### src/rtl/slot_alloc_pkg.sv
package slot_alloc_pkg;

   // Two ways to build the lowest-set-bit picker
   typedef enum logic {
      PICK_SCAN    = 1'b0,
      PICK_ISOLATE = 1'b1
   } pick_style_e;

   localparam int MAX_SLOTS = 64;

   // Contiguous run of ones from bit lo to bit hi inclusive
   function automatic logic [MAX_SLOTS-1:0] span_mask(input int lo, input int hi);
      logic [MAX_SLOTS-1:0] m;
      m = '0;
      for (int i = 0; i < MAX_SLOTS; i++) begin
         if (i >= lo && i <= hi) m[i] = 1'b1;
      end
      return m;
   endfunction

endpackage

### src/rtl/slot_affinity_lut.sv
module slot_affinity_lut
   import slot_alloc_pkg::*;
#(
   parameter int NUM_SLOTS = 10,
   parameter int CODE_W    = 8
) (
   input  logic [CODE_W-1:0]    code,
   output logic [NUM_SLOTS-1:0] allow
);

   if (CODE_W != 8) begin : g_bad_code_w
      $error("slot_affinity_lut: CODE_W must be 8");
   end
   if (NUM_SLOTS < 10 || NUM_SLOTS > MAX_SLOTS) begin : g_bad_slots
      $error("slot_affinity_lut: NUM_SLOTS must be within 10..64");
   end

   localparam logic [MAX_SLOTS-1:0] W_DEFAULT = span_mask(2, NUM_SLOTS - 1);
   localparam logic [MAX_SLOTS-1:0] W_CYCLE   = W_DEFAULT | span_mask(0, 0);
   localparam logic [MAX_SLOTS-1:0] W_INSTR   = span_mask(1, 1) | span_mask(7, 7);
   localparam logic [MAX_SLOTS-1:0] W_BRANCH  = span_mask(5, 7);
   localparam logic [MAX_SLOTS-1:0] W_EVEN    = span_mask(2, 2) | span_mask(4, 4) | span_mask(6, 6);
   localparam logic [MAX_SLOTS-1:0] W_MID     = span_mask(2, 7);
   localparam logic [MAX_SLOTS-1:0] W_SOLO7   = span_mask(7, 7);

   logic [MAX_SLOTS-1:0] wide;

   always_comb begin
      unique case (code)
         8'h02:                                   wide = W_CYCLE;
         8'h8C:                                   wide = W_INSTR;
         8'h8D, 8'h8E, 8'h8F, 8'h90, 8'h93, 8'h94: wide = W_BRANCH;
         8'hF5, 8'hF6, 8'hF7, 8'hFD:              wide = W_EVEN;
         8'hF8:                                   wide = W_MID;
         8'h01, 8'h96, 8'h97, 8'h9A, 8'h9B, 8'h9F: wide = W_SOLO7;
         default:                                 wide = W_DEFAULT;
      endcase
   end

   assign allow = wide[NUM_SLOTS-1:0];

endmodule

### src/rtl/slot_first_fit.sv
module slot_first_fit
   import slot_alloc_pkg::*;
#(
   parameter int          NUM_SLOTS = 10,
   parameter int          IDX_W     = 4,
   parameter pick_style_e STYLE     = PICK_SCAN
) (
   input  logic [NUM_SLOTS-1:0] cand,
   output logic                 found,
   output logic [IDX_W-1:0]     idx,
   output logic [NUM_SLOTS-1:0] onehot
);

   if ((1 << IDX_W) < NUM_SLOTS) begin : g_bad_idx_w
      $error("slot_first_fit: IDX_W too narrow for NUM_SLOTS");
   end

   if (STYLE == PICK_SCAN) begin : g_scan
      // Walk from the top down so the lowest candidate wins last
      always_comb begin
         onehot = '0;
         for (int i = NUM_SLOTS - 1; i >= 0; i--) begin
            if (cand[i]) begin
               onehot    = '0;
               onehot[i] = 1'b1;
            end
         end
      end
   end else begin : g_isolate
      // Two's complement trick keeps only the lowest set bit
      assign onehot = cand & (~cand + {{(NUM_SLOTS-1){1'b0}}, 1'b1});
   end

   always_comb begin
      idx = '0;
      for (int i = 0; i < NUM_SLOTS; i++) begin
         if (onehot[i]) idx = idx | IDX_W'(i);
      end
   end

   assign found = |cand;

   // Any candidate below the chosen index would break first-fit
   logic lower_hit;
   always_comb begin
      lower_hit = 1'b0;
      for (int i = 0; i < NUM_SLOTS; i++) begin
         if (cand[i] && (i < int'(idx))) lower_hit = 1'b1;
      end
   end

   always_comb begin
      assert_onehot_pick_R8: assert ($onehot0(onehot))
         else $error("picker produced more than one slot");
      assert_first_fit_R8: assert (!found || (!lower_hit && 1'(cand >> idx)))
         else $error("picker skipped a lower candidate");
   end

endmodule

### src/rtl/slot_alloc.sv
module slot_alloc
   import slot_alloc_pkg::*;
#(
   parameter int          NUM_SLOTS  = 10,
   parameter int          CODE_W     = 8,
   parameter int          IDX_W      = $clog2(NUM_SLOTS + 1),
   parameter pick_style_e PICK_STYLE = PICK_SCAN
) (
   input  logic              clk,
   input  logic              rst_n,
   input  logic              alloc_req,
   input  logic [CODE_W-1:0] alloc_code,
   input  logic              free_req,
   input  logic [IDX_W-1:0]  free_idx,
   output logic              rsp_valid,
   output logic              rsp_grant,
   output logic [IDX_W-1:0]  rsp_idx
);

   // All-ones must never name a real slot
   if ((1 << IDX_W) <= NUM_SLOTS) begin : g_bad_idx_w
      $error("slot_alloc: IDX_W leaves no spare code for the no-slot marker");
   end

   localparam logic [IDX_W-1:0] NO_SLOT = '1;

   logic [NUM_SLOTS-1:0] used_q;
   logic [NUM_SLOTS-1:0] allow_mask;
   logic [NUM_SLOTS-1:0] cand;
   logic [NUM_SLOTS-1:0] pick_oh;
   logic [NUM_SLOTS-1:0] free_oh;
   logic [NUM_SLOTS-1:0] take_oh;
   logic [IDX_W-1:0]     pick_idx;
   logic                 pick_found;
   logic                 win;

   slot_affinity_lut #(
      .NUM_SLOTS (NUM_SLOTS),
      .CODE_W    (CODE_W)
   ) u_lut (
      .code  (alloc_code),
      .allow (allow_mask)
   );

   // Occupancy is taken from the start of the cycle; same-cycle frees do not feed in
   assign cand = allow_mask & ~used_q;

   slot_first_fit #(
      .NUM_SLOTS (NUM_SLOTS),
      .IDX_W     (IDX_W),
      .STYLE     (PICK_STYLE)
   ) u_pick (
      .cand   (cand),
      .found  (pick_found),
      .idx    (pick_idx),
      .onehot (pick_oh)
   );

   assign win     = alloc_req && pick_found;
   assign take_oh = win ? pick_oh : '0;

   always_comb begin
      free_oh = '0;
      for (int i = 0; i < NUM_SLOTS; i++) begin
         if (free_req && (free_idx == IDX_W'(i))) free_oh[i] = 1'b1;
      end
   end

   always_ff @(posedge clk or negedge rst_n) begin
      if (!rst_n) begin
         used_q    <= '0;
         rsp_valid <= 1'b0;
         rsp_grant <= 1'b0;
         rsp_idx   <= NO_SLOT;
      end else begin
         used_q    <= (used_q & ~free_oh) | take_oh;
         rsp_valid <= alloc_req;
         rsp_grant <= win;
         rsp_idx   <= win ? pick_idx : NO_SLOT;
      end
   end

   assert_resp_follows_req_R12: assert property (@(posedge clk) disable iff (!rst_n)
      alloc_req |=> rsp_valid);

   assert_no_stray_resp_R12: assert property (@(posedge clk) disable iff (!rst_n)
      !alloc_req |=> !rsp_valid);

   assert_grant_legal_R8: assert property (@(posedge clk) disable iff (!rst_n)
      (rsp_valid && rsp_grant) |-> 1'($past(allow_mask & ~used_q) >> rsp_idx));

   assert_grant_marks_used_R8: assert property (@(posedge clk) disable iff (!rst_n)
      rsp_grant |-> 1'(used_q >> rsp_idx));

   assert_fail_keeps_state_R9: assert property (@(posedge clk) disable iff (!rst_n)
      (rsp_valid && !rsp_grant) |-> (rsp_idx == NO_SLOT) && ($past(free_req) || $stable(used_q)));

   assert_free_clears_R10: assert property (@(posedge clk) disable iff (!rst_n)
      (free_req && (int'(free_idx) < NUM_SLOTS)) |=>
         (!1'(used_q >> $past(free_idx)) || (rsp_grant && rsp_idx == $past(free_idx))));

endmodule

### config.mk
export PLATFORM = sky130hd
export DESIGN_NAME = slot_alloc
export DESIGN_NICKNAME = d
export VERILOG_FILES = /design/src/rtl/slot_alloc_pkg.sv /design/src/rtl/slot_affinity_lut.sv /design/src/rtl/slot_first_fit.sv /design/src/rtl/slot_alloc.sv
export SDC_FILE = /design/constraint.sdc
export NUM_CORES = 1
export LEC_CHECK = 0
export BUFFER_PORTS_ARGS = -buffer_cell sky130_fd_sc_hd__buf_2
export CAP_MARGIN = 20
export CELL_PAD_IN_SITES_DETAIL_PLACEMENT = 1
export CELL_PAD_IN_SITES_GLOBAL_PLACEMENT = 1
export CORE_MARGIN = 2
export CORE_UTILIZATION = 38
export CTS_BUF_LIST = sky130_fd_sc_hd__clkbuf_8
export DETAILED_ROUTE_END_ITERATION = 6
export PLACE_DENSITY_LB_ADDON = 0.1
export SETUP_SLACK_MARGIN = 0.15
export SKIP_CTS_REPAIR_TIMING = 1
export SYNTH_ARGS = -nofsm -noshare
export SYNTH_HDL_FRONTEND = slang
export SYNTH_SLANG_ARGS = --single-unit
### constraint.sdc
create_clock -name clk -period 1.8 [get_ports clk]
set_clock_uncertainty 0.05 [all_clocks]
set_input_delay 0.45 -clock clk [delete_from_list [all_inputs] [get_ports clk]]
set_output_delay 0.45 -clock clk [all_outputs]
set_load 0.01 [all_outputs]
# --- Yosys cells after proc, flatten, opt, wreduce, memory -nomap -nowiden ---
# Cells that the tools add are included.
# W data, S select, Z words.
classes:
  addsub: 0
  mul: 0
  div_mod_pow: 0
  order_cmp: 0
  eq_ne: 28
  n_shift: 0
  mux: 32
  bitwise: 5
  n_reduce_logical: 16
ops:
  columns: ["cell", "n"]
  rows:
  - ["$eq A8 B8 Y1 const B", 17]
  - ["$mux W10", 11]
  - ["$pmux W10 S6", 1]
  - ["$and A10 B10 Y10", 2]
  - ["$not A10 Y10", 2]
  - ["$eq A4 B3 Y1 const B", 4]
  - ["$mux W3", 4]
  - ["$mux W4", 3]
  - ["$reduce_or A6 Y1", 2]
  - ["$logic_and A1 B1 Y1", 11]
  - ["$mux W1", 11]
  - ["$or A10 B10 Y10", 1]
  - ["$reduce_or A10 Y1", 1]
  - ["$eq A4 B2 Y1 const B", 2]
  - ["$eq A4 B4 Y1 const B", 2]
  - ["$eq A8 B1 Y1 const B", 1]
  - ["$eq A8 B2 Y1 const B", 1]
  - ["$eq A4 B1 Y1 const B", 1]
  - ["$logic_not A4 Y1", 1]
  - ["$mux W2", 2]
  - ["$reduce_or A4 Y1", 1]
word_totals:
  ff_bits: 16
  latch_bits: 0
  ram_bits: 0
  rom_bits: 0
  inputBits: 16
  elab_cells: 85
  n_memories: 0

# --- Depth between registers and ports, before layout ---
# Gate-level depths: netlist of the first run.
logic_depth:
  depth_word: 24
  mapped_depth: 9
  mapped_depth_nobuf: 8

# --- Hierarchy ---
# From an unflattened synthesis of the first run, not the netlist that was laid out.
unflattened:
  hier_cells: 133
  hier_area_um2: 1089.8
modules_own_cells:
  columns: ["mod", "n_inst", "cells_per_inst", "area_each_um2"]
  rows:
  - ["slot_alloc", 1, 69, 678.2]
  - ["slot_affinity_lut", 1, 35, 209.0]
  - ["slot_first_fit", 1, 29, 202.7]

# --- Worst setup path after synthesis of the first run ---
# OpenSTA, ideal clock, no wires.
synth_timing:
  kind: "input to register"
  start: "in alloc_code[0]"
  end: "reg rsp_idx[1]"
  t_arrival_ns: 2.406
  setup_slack_ns: -0.750
  path_stages: 9
  n_path_buf: 1
  cell_sequence: "buf_2 and4_1 o211ai_2 nor2_1 o31ai_4 o21bai_2 a311oi_2 o41ai_1 or4_1"
synth_between:
  elab_chain_cells: 22
  elab_cells_between_ends: 44
synth_lines:
  columns: ["item", "line_no", "source"]
  rows:
  - ["from (decl)", "slot_alloc.sv:12", "input logic [CODE_W-1:0] alloc_code,"]
  - ["$eq A8 B1 Y1 or $eq A8 B8 Y1 (tied branches)", "slot_affinity_lut.sv:29", "unique case (code)"]
  - ["$reduce_or A6 Y1 or $reduce_or A4 Y1 (tied branches)", "slot_affinity_lut.sv:29", null]
  - ["$pmux W10 S6 (*)", "slot_affinity_lut.sv:29", null]
  - ["$and A10 B10 Y10 (*)", "slot_alloc.sv:46", "assign cand = allow_mask & ~used_q;"]
  - ["$mux W10 (9 in series)", "slot_first_fit.sv:23", "if (cand[i]) begin"]
  - ["$mux W2 (2 in series)", "slot_first_fit.sv:37", "if (onehot[i]) idx = idx | IDX_W'(i);"]
  - ["$mux W3 (4 in series)", "slot_first_fit.sv:37", null]
  - ["$mux W4 (2 in series)", "slot_first_fit.sv:37", null]
  - ["$mux W4 (*)", "slot_alloc.sv:79", "rsp_idx <= win ? pick_idx : NO_SLOT;"]
  - ["to (signal assigned)", "slot_alloc.sv:79", null]
  - ["to (decl)", "slot_alloc.sv:17", "output logic [IDX_W-1:0] rsp_idx"]
# Mark *: on every way between the ends. The rest lies on a longest branch, timed or not.

# --- Worst setup path after layout of the first run ---
# Same ends and word-level chain as after synthesis.

==> metrics, run 1 <==
status complete, but fails checks; failing checks setup timing; Antenna Nets Post-Route 0; RSZ-0062 raised after global routing true; critical path peak fanout 7; power share of the combinational group 52.4%; final hold violations 0; number of synthesized register bits 16; YS warnings 0; Arr. time, crit path 2.58 ns; DRT iter0 DRCs 21; clk root buf clkbuf_8; # port buffers 21; vias post-DR ~1300; met1 GRT Util a little under a third; critical path required time between 1.5 and 2 ns; post-place setup slack -0.978 ns; f_max roughly 0.4 GHz; slowest CP cell or4_1; Worst Setup Path Type in2reg; GPL Wtd Cong 0.911; CP startpoint kind primary input; Fin Hold WS between 0.05 and 0.06 ns; number of CTS-inserted buffers 3; critical path's largest stage delay between 0.5 and 0.6 ns; H-tree levels 1; initial antenna violation count 0; RR Startpoint used_q[0]$_DFF_PN0_; Critical Path, Cell by Cell buf_4 -> xor2_1 -> nand2_1 -> o41ai_4 -> o31ai_4 -> o21bai_2 -> a311o_1 -> and3_1 -> or4_1; Synthesized Nets 143; Final HPWL DP 2840 microns; Post-Synthesis Cell Area 1120 sq um; placed cells 208; Via density around 6; Max Buffers Root-to-Sink 2; I/O pin total 22; part of the power in registers 32.4%; Core Region 2780 sq um; GR Util met3 under 10%; Slew @ Worst Pin 0.502 ns; Layout area overhead 57.0%; Hold/Removal Path Class in2async; slew margin rel. 66.5%; Clock Power Share 15.2%; nets@finish 200; maximum VDD drop 1170 uV; top_reg_cell synth dfrtp_1; post-DR wirelength/cell 19.6 microns; largest net degree at the start of global routing 17; max cap viols 0; worst reg2reg path depth 5; switch share 38.4%; die area 3390 sq um; sw power 0.703 mW; Synth Instances 127; PnR worst setup slack -0.666 ns; DR DRC count 0; Tcrit/Tclk final 137%; Int Power roughly 1.1 mW; gr busiest metal met2; first-pass GRT wire length ~5900 microns; vias in the first global route 1265; fin cells 214; Leakage 0.774 nW; RR Endpoint rsp_idx[1]$_DFF_PN1_; layout cells sized above 1 between 40% and 50%; Unique masters post-synth 48; Starting Density 40.2%; clk_lat worst skew 0.25 ns; post-synthesis sequential area ratio between 30% and 40%; worst reg-to-reg setup slack -0.01 ns; crit path capture type flop; Critical Path End rsp_idx[1]$_DFF_PN1_; final setup fails 13; clock sinks 16; Ant. Diodes 0; chip width 58.3 microns; met2 Use GR 36.0%; Critical Path Source alloc_code[0]; minimum clock period 2.47 ns; row cnt 19; GRT Residual Overflow 0; CTS tree done; clock-pin transition on the worst setup and hold timing paths 0.06 ns; final WL 4210 microns; Pwr Density roughly 1000 nW/um^2; DR pass1 iterations 4; ys async rst share 100%; GRT Total Usage 22.4%; height of the die 58.3 microns; Avg Cell Area, Syn 8.81 sq um; Final Max Slew Viols 0; number of synthesized flops with an enable pin 0
-- worst max-delay path, delay by kind of cell --
| family | cells | cell delay (ns) |
|---|---|---|
| AO/OA/AOI/OAI | 4 | 1.00 |
| XOR/XNOR | 1 | 0.15 |
| buffers and inverters | 1 | 0.14 |
| AND/OR/NAND/NOR | 3 | 0.83 |
-- registers in the layout, indices dropped and copies added (netlist names) --
name,flops
rsp_grant,1
rsp_idx,4
rsp_valid,1
used_q,10
-- worst min path at each step --
stage	slack, ns	from	to
2_1_floorplan	0.10	rst_n	rsp_grant$_DFF_PN0_
3_3_place_gp	0.33	rst_n	used_q[6]$_DFF_PN0_
3_5_place_dp	0.33	rst_n	used_q[6]$_DFF_PN0_
4_1_cts	0.06	rst_n	used_q[6]$_DFF_PN0_
5_1_grt	0.08	rst_n	used_q[6]$_DFF_PN0_
6_report	0.05	rst_n	used_q[9]$_DFF_PN0_
-- layout make-up --
cell class,instances,area (sq um)
Multi-Input combinational cell,101,808
Inverter,5,18.8
Tap cell,31,38.8
Clock buffer,3,41.3
Clock inverter,1,3.75
Fill cell,331,1020
Timing Repair Buffer,57,440
Sequential cell,16,405
-- per-layer routing --
| metal | vias to the layer above | share of wire [%] |
|---|---|---|
| met5 | - | 0 |
| met4 | 0 | 1.5 |
| met3 | 6 | 2.8 |
| met2 | 25 | 50 |
| met1 | 660 | 46 |
| li1 | 605 | - |
-- cell usage in the layout, fill, tap and decap left out, drive strengths merged, types with 5 or more instances in the layout --
cell type / count
nand3: 7
buf: 57
inv: 6
a31oi: 5
nor3: 7
nand2: 7
dfrtp: 12
o21ai: 6
nand2b: 5
nor2: 13
-- power by group through the flow --
stage          Combinational (mW)  Clock [mW]  Sequential [mW]
2_1_floorplan               0.378           0            0.606
4_1_cts                     0.779       0.274            0.585
6_report                    0.960       0.278            0.594
3_3_place_gp                0.736           0            0.582
5_1_grt                      1.03       0.291            0.607
3_5_place_dp                0.763           0            0.590
-- metrics by stage --
stage          util, %  power [mW]  instance area [sq um]  setup TNS, ns
2_1_floorplan        -       0.984                   1160          -4.27
3_3_place_gp      55.1        1.32                   1530          -9.64
3_5_place_dp      55.1        1.35                   1530         -11.02
4_1_cts           56.7        1.64                   1580          -7.67
5_1_grt           63.2        1.93                   1760          -7.51
6_report          63.2        1.83                   1760          -6.07
-- cells by family after synthesis --
group / after synthesis / synth area share (%)
buf+inv: 10 / 3.80
xor+xnor: 2 / 1.57
simple gates: 62 / 31.1
flops: 16 / 36.2
compound gates: 37 / 27.3
-- synthesized netlist by cell type, types with 3 or more instances --
library cell / number / area (sq um)
nor2_1: 13 / 48.8
dfrtp_1: 12 / 300
nand2_1: 7 / 26.3
nand3_1: 7 / 35.0
nor3_1: 7 / 35.0
a31oi_1: 5 / 31.3
inv_1: 5 / 18.8
nand2b_1: 5 / 31.3
a21oi_1: 4 / 20.0
buf_2: 4 / 20.0
dfstp_2: 4 / 105
nor2b_1: 4 / 25.0
o21ai_0: 4 / 20.0
a22o_1: 3 / 26.3
and4_1: 3 / 26.3
o31ai_1: 3 / 22.5
Power figures use the tool's default switching activity.
==> inputs of run 2 (changes only) <==
- PLACE_DENSITY: not set -> 0.81
- PLACE_DENSITY_LB_ADDON: 0.1 -> not set
==> run 2 against run 1 <==
The run still ends with setup timing left. Global-route usage is 2.8 points higher. Via count grew 8.0%. Fmax down 4.0%. Routed wire length is 20% higher. Final cell count rose by 4.7%. Core utilization rose by 3.4 points. Sequential share of layout area down 1.2 points. Sequential cell count unchanged. Clock power up 5%. Power up 3.3%. Combinational power is 2.5% higher. Critical path type unchanged. Largest power group unchanged.
==> metrics, run 2 (synthesis results as in run 1) <==
die area 3390 sq um (unchanged); number of CTS-inserted buffers 3 (unchanged); I/O pin total 22 (unchanged); DR pass1 iterations 4 (unchanged); Hold/Removal Path Class in2async; status complete, but fails checks; GRT Residual Overflow 0 (unchanged); max cap viols 0 (unchanged); Worst Setup Path Type in2reg; GRT Total Usage 25.3% (+2.8 points); slew margin rel. 66.5% (about the same); failing checks setup timing; clk root buf clkbuf_8; height of the die 58.3 microns (unchanged); largest register by flop count used_q; DR DRC count 0 (unchanged); post-DR wirelength/cell 22.5 microns (+15%); worst reg-to-reg setup slack -0.05 ns (-0.04 ns); final WL 5050 microns (+20%); Pwr Density 1020 nW/um^2 (-1.9%); largest registers used_q x10, rsp_idx x4; Multi-input gate area 833 sq um (+3.1%); Tcrit/Tclk final 143% (+5.7 points); # port buffers 21 (unchanged); chip width 58.3 microns (unchanged); critical path required time 1.93 ns (about the same); critical path peak fanout 6 (-1); Antenna Nets Post-Route 0 (unchanged); H-tree levels 1 (unchanged); PnR worst setup slack -0.769 ns (-0.103 ns); worst reg2reg path depth 5 (unchanged); CP startpoint kind primary input; Leakage 0.817 nW (+5.5%); fin cells 224 (+4.7%); clock-pin transition on the worst setup and hold timing paths 0.07 ns (about the same); fill count 317 (-4.2%); Slew @ Worst Pin 0.501 ns (-0.000884 ns); final hold violations 0 (unchanged); RSZ-0062 raised after global routing true; vias post-DR 1400 (+8.0%); vias in the first global route 1335 (+5.5%); maximum VDD drop 1230 uV (+4.8%); Arr. time, crit path 2.69 ns (+0.11 ns); clock sinks 16 (unchanged); Core Region 2780 sq um (unchanged); crit path capture type flop; Final HPWL DP 3080 microns (+8.7%); most frequent cells in the layout buf_4 (37), buf_2 (19), dfrtp_1 (12); placed cells 209 (+0.48%); row cnt 19 (unchanged); Final Max Slew Viols 0 (unchanged); CTS tree done; initial antenna violation count 0 (unchanged); GPL Wtd Cong 0.915 (+0.49%); first-pass GRT wire length 6470 microns (+10%); largest net degree at the start of global routing 17 (unchanged); nets@finish 210 (+5.0%); Max Buffers Root-to-Sink 2 (unchanged); Util after Layout 66.5% (+3.4 points); commonest non-fill, non-tap cell in the layout buf_4; DRT iter0 DRCs 57 (+170%); final setup fails 13 (unchanged); minimum clock period 2.57 ns (+0.103 ns); Layout area overhead 65.4%; f_max 0.389 GHz (-4.0%); max reg flops 10 (unchanged); Via density 6.25 (+3.2%); layout cells sized above 1 51.3% (+3.2 points); clk_lat worst skew 0.26 ns (about the same); Starting Density 40.2% (unchanged); Sequential Area 405 sq um (unchanged); Ant. Diodes 0 (unchanged)
-- run 2: worst max-delay path: stages --
cell and delay (ns):
buf_8 0.11, buf_4 0.15, nor3_2 0.25, nand3_2 0.17, o21ai_2 0.14, a221o_1 0.32, nor3_4 0.08, buf_6 0.13
a311oi_4 0.34, o41ai_4 0.13, or4_1 0.41
-- run 2: layer usage --
layer / vias up / global-route usage, % / routed length (microns)
met5: - / 0 / 0
met4: 0 / 5.98 / 168
met3: 14 / 5.36 / 290
met2: 59 / 43.2 / 2460
met1: 713 / 32.6 / 2130
li1: 614 / - / -
-- run 2: final cells by class --
| type | count | share of cell area, % |
|---|---|---|
| clock buffers | 3 | 2.23 |
| clock inverters | 1 | 0.203 |
| inverters | 5 | 1.01 |
| multi-input cells | 101 | 45.0 |
| flip-flops and latches | 16 | 21.9 |
| well taps | 31 | 2.10 |
| repair buffers | 67 | 27.5 |
-- run 2: through the flow --
step                setup slack [ns]  setup TNS [ns]  instance area (sq um)  hold WS, ns  total power, mW
global placement              -0.863           -9.49                   1530        0.327             1.30
global route                  -0.834           -8.23                   1850       0.0601             1.98
finish                        -0.769           -7.44                   1850       0.0400             1.89
floorplan                     -0.681           -4.27                   1160        0.104            0.984
detailed placement             -1.02          -11.25                   1530        0.328             1.35
CTS                           -0.752           -7.68                   1570       0.0537             1.64
-- run 2: path summary, 6_finish.rpt --
| path | from | to |
|---|---|---|
| min in group clk | alloc_req | rsp_valid$_DFF_PN0_ |
| hold / removal | rst_n | used_q[5]$_DFF_PN0_ |
| setup / recovery | alloc_code[5] | rsp_idx[1]$_DFF_PN1_ |
| setup reg to reg | used_q[0]$_DFF_PN0_ | rsp_idx[1]$_DFF_PN1_ |
| hold reg to reg | used_q[0]$_DFF_PN0_ | used_q[0]$_DFF_PN0_ |
| max in group asynchronous | rst_n | rsp_idx[0]$_DFF_PN1_ |
-- run 2: where the power goes --
group          leakage (nW)  internal, mW  switching (mW)
Combinational         0.614         0.486           0.497
Sequential            0.176         0.507           0.111
Clock                0.0269         0.152           0.140
==> inputs of run 3 (changes only) <==
- ABC_AREA: not set -> 1
- CORE_UTILIZATION: 38 -> 36
==> run 3 against run 2 <==
The run still ends with setup timing left. Cell area up 4.5%. Critical path depth up 1. Setup slack better by 0.69 ns. Synthesized cell count increased by 45%. Fmax grew 37%. Sequential power shrank 4.0%. Core utilization decreased by 7.6 points. Critical path type unchanged. Register-to-register slack better by 0.20 ns.
==> metrics, run 3 <==
status complete, but fails checks; failing checks setup timing; Final Max Slew Viols 0 (unchanged); Avg Cell Area, Syn 6.56 sq um (-25%); GRT Total Usage 22.5% (-2.8 points); fin cells 272 (+21%); RR Endpoint used_q[3]$_DFF_PN0_; max cap viols 0 (unchanged); vias in the first global route 1353 (+1.3%); height of the die 61.9 microns (+6.3%); post-route cell area 1930 sq um (+4.5%); max reg flops 10 (unchanged); largest registers used_q x10, rsp_idx x4; Util after Layout 58.9% (-7.6 points); ys async rst share 100% (unchanged); initial antenna violation count 0 (unchanged); slew margin rel. 74.0% (+7.5 points); DRT iter0 DRCs 76 (+33%); maximum VDD drop 481 uV (-61%); top_reg_cell synth dfrtp_1; Max Buffers Root-to-Sink 2 (unchanged); Multi-input gate area 945 sq um (+13%); chip width 61.9 microns (+6.3%); RSZ-0062 raised after global routing true; die area 3830 sq um (+13%); post-DR wirelength/cell 17.4 microns (-23%); Final HPWL DP 3210 microns (+3.9%); critical path peak fanout 6 (unchanged); commonest non-fill, non-tap cell in the layout nand2_1; DP Area 1600 sq um (+4.6%); final setup fails 13 (unchanged); Layout area overhead 60.2%; post-place setup slack -0.446 ns (+0.574 ns); nets@finish 243 (+16%); largest net degree at the start of global routing 17 (unchanged); Via density 5.36 (-14%); DR DRC count 0 (unchanged); f_max 0.532 GHz (+37%); Synth Instances 184 (+45%); RR Startpoint used_q[1]$_DFF_PN0_; Slew @ Worst Pin 0.389 ns (-0.111 ns); Leakage 0.936 nW (+15%); Unique masters post-synth 23 (-52%); vias post-DR 1457 (+4.1%); Tcrit/Tclk final 104% (-38 points); Ant. Diodes 0 (unchanged); final hold violations 0 (unchanged); worst reg-to-reg setup slack 0.15 ns (+0.20 ns); clk_lat worst skew 0.27 ns (about the same); DR pass1 iterations 4 (unchanged); crit path capture type flop; Sequential Area 405 sq um (unchanged); Synthesized Nets 200 (+40%); Hold/Removal Path Class in2async; critical path required time 1.92 ns (about the same); first-pass GRT wire length 6260 microns (-3.3%); row cnt 21 (+2); clk root buf clkbuf_8; post-synthesis sequential area ratio 33.6% (-2.7 points); Worst Setup Path Type in2reg; I/O pin total 22 (unchanged); placed cells 262 (+25%); number of synthesized flops with an enable pin 0 (unchanged); CTS tree done; Arr. time, crit path 2.00 ns (-0.69 ns); CP startpoint kind primary input; final WL 4750 microns (-5.9%); top cells by count, synth nand2_1 (47), inv_1 (26), nor2_1 (25), nand3_1 (22), dfrtp_1 (12); Core Region 3280 sq um (+18%); main area contributors after synthesis dfrtp_1 (25%), nand2_1 (15%), nand3_1 (9.1%); Synth top area share 24.9% (-2.0 points); largest register by flop count used_q; Antenna Nets Post-Route 0 (unchanged); GPL Wtd Cong 0.920 (+0.52%); layout cells sized above 1 51.8% (+0.47 points); area leader, netlist dfrtp_1; most frequent cell after synthesis nand2_1; # port buffers 21 (unchanged); PnR worst setup slack -0.0796 ns (+0.690 ns); clock sinks 16 (unchanged); worst reg2reg path depth 9 (+4); clock-pin transition on the worst setup and hold timing paths 0.07 ns (about the same); H-tree levels 1 (unchanged); minimum clock period 1.88 ns (-0.690 ns); Starting Density 36.8% (-3.5 points); Post-Synthesis Cell Area 1210 sq um (+7.9%); most frequent cells in the layout nand2_1 (26), inv_1 (20), buf_4 (19); fill count 416 (+31%); Pwr Density 1110 nW/um^2 (+8.2%); GRT Residual Overflow 0 (unchanged); number of synthesized register bits 16 (unchanged); number of CTS-inserted buffers 3 (unchanged); YS warnings 0 (unchanged)
## run 3: cell types whose count changed after synthesis, moves of 5 or more
cell | before | now
nand2_2 | 0 | 9
nand3_1 | 7 | 22
nand2b_1 | 5 | 0
nand4_1 | 1 | 6
nor3_1 | 7 | 2
a31oi_1 | 5 | 0
nor2_1 | 13 | 25
nand2_1 | 7 | 47
inv_1 | 5 | 26
## run 3: layout make-up
| class | count | share of cell area (%) |
|---|---|---|
| Multi-Input combinational cell | 138 | 48.8 |
| Sequential cell | 16 | 21.0 |
| Timing Repair Buffer | 39 | 15.7 |
| Inverter | 29 | 8.73 |
| Tap cell | 46 | 2.98 |
| Clock buffer | 4 | 2.85 |
## run 3: metrics by stage
stage          total power, mW  hold slack, ns  TNS, ns
2_1_floorplan             1.21           0.104        0
3_3_place_gp              1.48           0.325    -4.64
3_5_place_dp              1.53           0.336    -5.92
4_1_cts                   1.87          0.0550    -1.96
5_1_grt                   2.26          0.0658    -1.83
6_report                  2.14          0.0460   -0.519
## run 3: cell families (layout without fill, tap and decap cells)
family	after synthesis	after routing	share of synthesized area (%)
buffers and inverters	30	72	9.33
flip-flops	16	16	33.6
AND/OR/NAND/NOR	120	120	47.9
AO/OA/AOI/OAI	18	18	9.22
## run 3: critical path: stages
cell	delay [ns]
buf_6	0.12
inv_12	0.07
nand2_2	0.05
nor2_2	0.12
nand2_2	0.10
or2_2	0.31
nand2_1	0.08
inv_1	0.14
nand4_1	0.18
nand2_1	0.10
a21oi_1	0.15
nand3_1	0.12
## run 3: how the worst max path moves through the flow
stage	startpoint	end	slack [ns]	depth (start not counted)
floorplan	alloc_code[1]	used_q[3]$_DFF_PN0_	0.07	14
global placement	alloc_code[6]	used_q[3]$_DFF_PN0_	-0.36	14
CTS	alloc_code[6]	used_q[6]$_DFF_PN0_	-0.20	13
finish	alloc_code[0]	rsp_idx[0]$_DFF_PN1_	-0.08	12
detailed placement	alloc_code[6]	used_q[6]$_DFF_PN0_	-0.45	13
global route	alloc_code[0]	rsp_idx[0]$_DFF_PN1_	-0.20	12
## run 3: routing by layer
metal,vias up,routed length (microns),global-route usage (%)
met5,-,0,0
met4,0,112,7.29
met3,13,192,3.93
met2,42,2490,38.2
met1,730,1950,28.8
li1,672,-,-
## run 3: power breakdown
part	total, mW	switching (mW)	internal, mW
logic	1.21	0.756	0.450
registers	0.593	0.0799	0.513
clock network	0.343	0.148	0.195
total	2.14	0.984	1.16
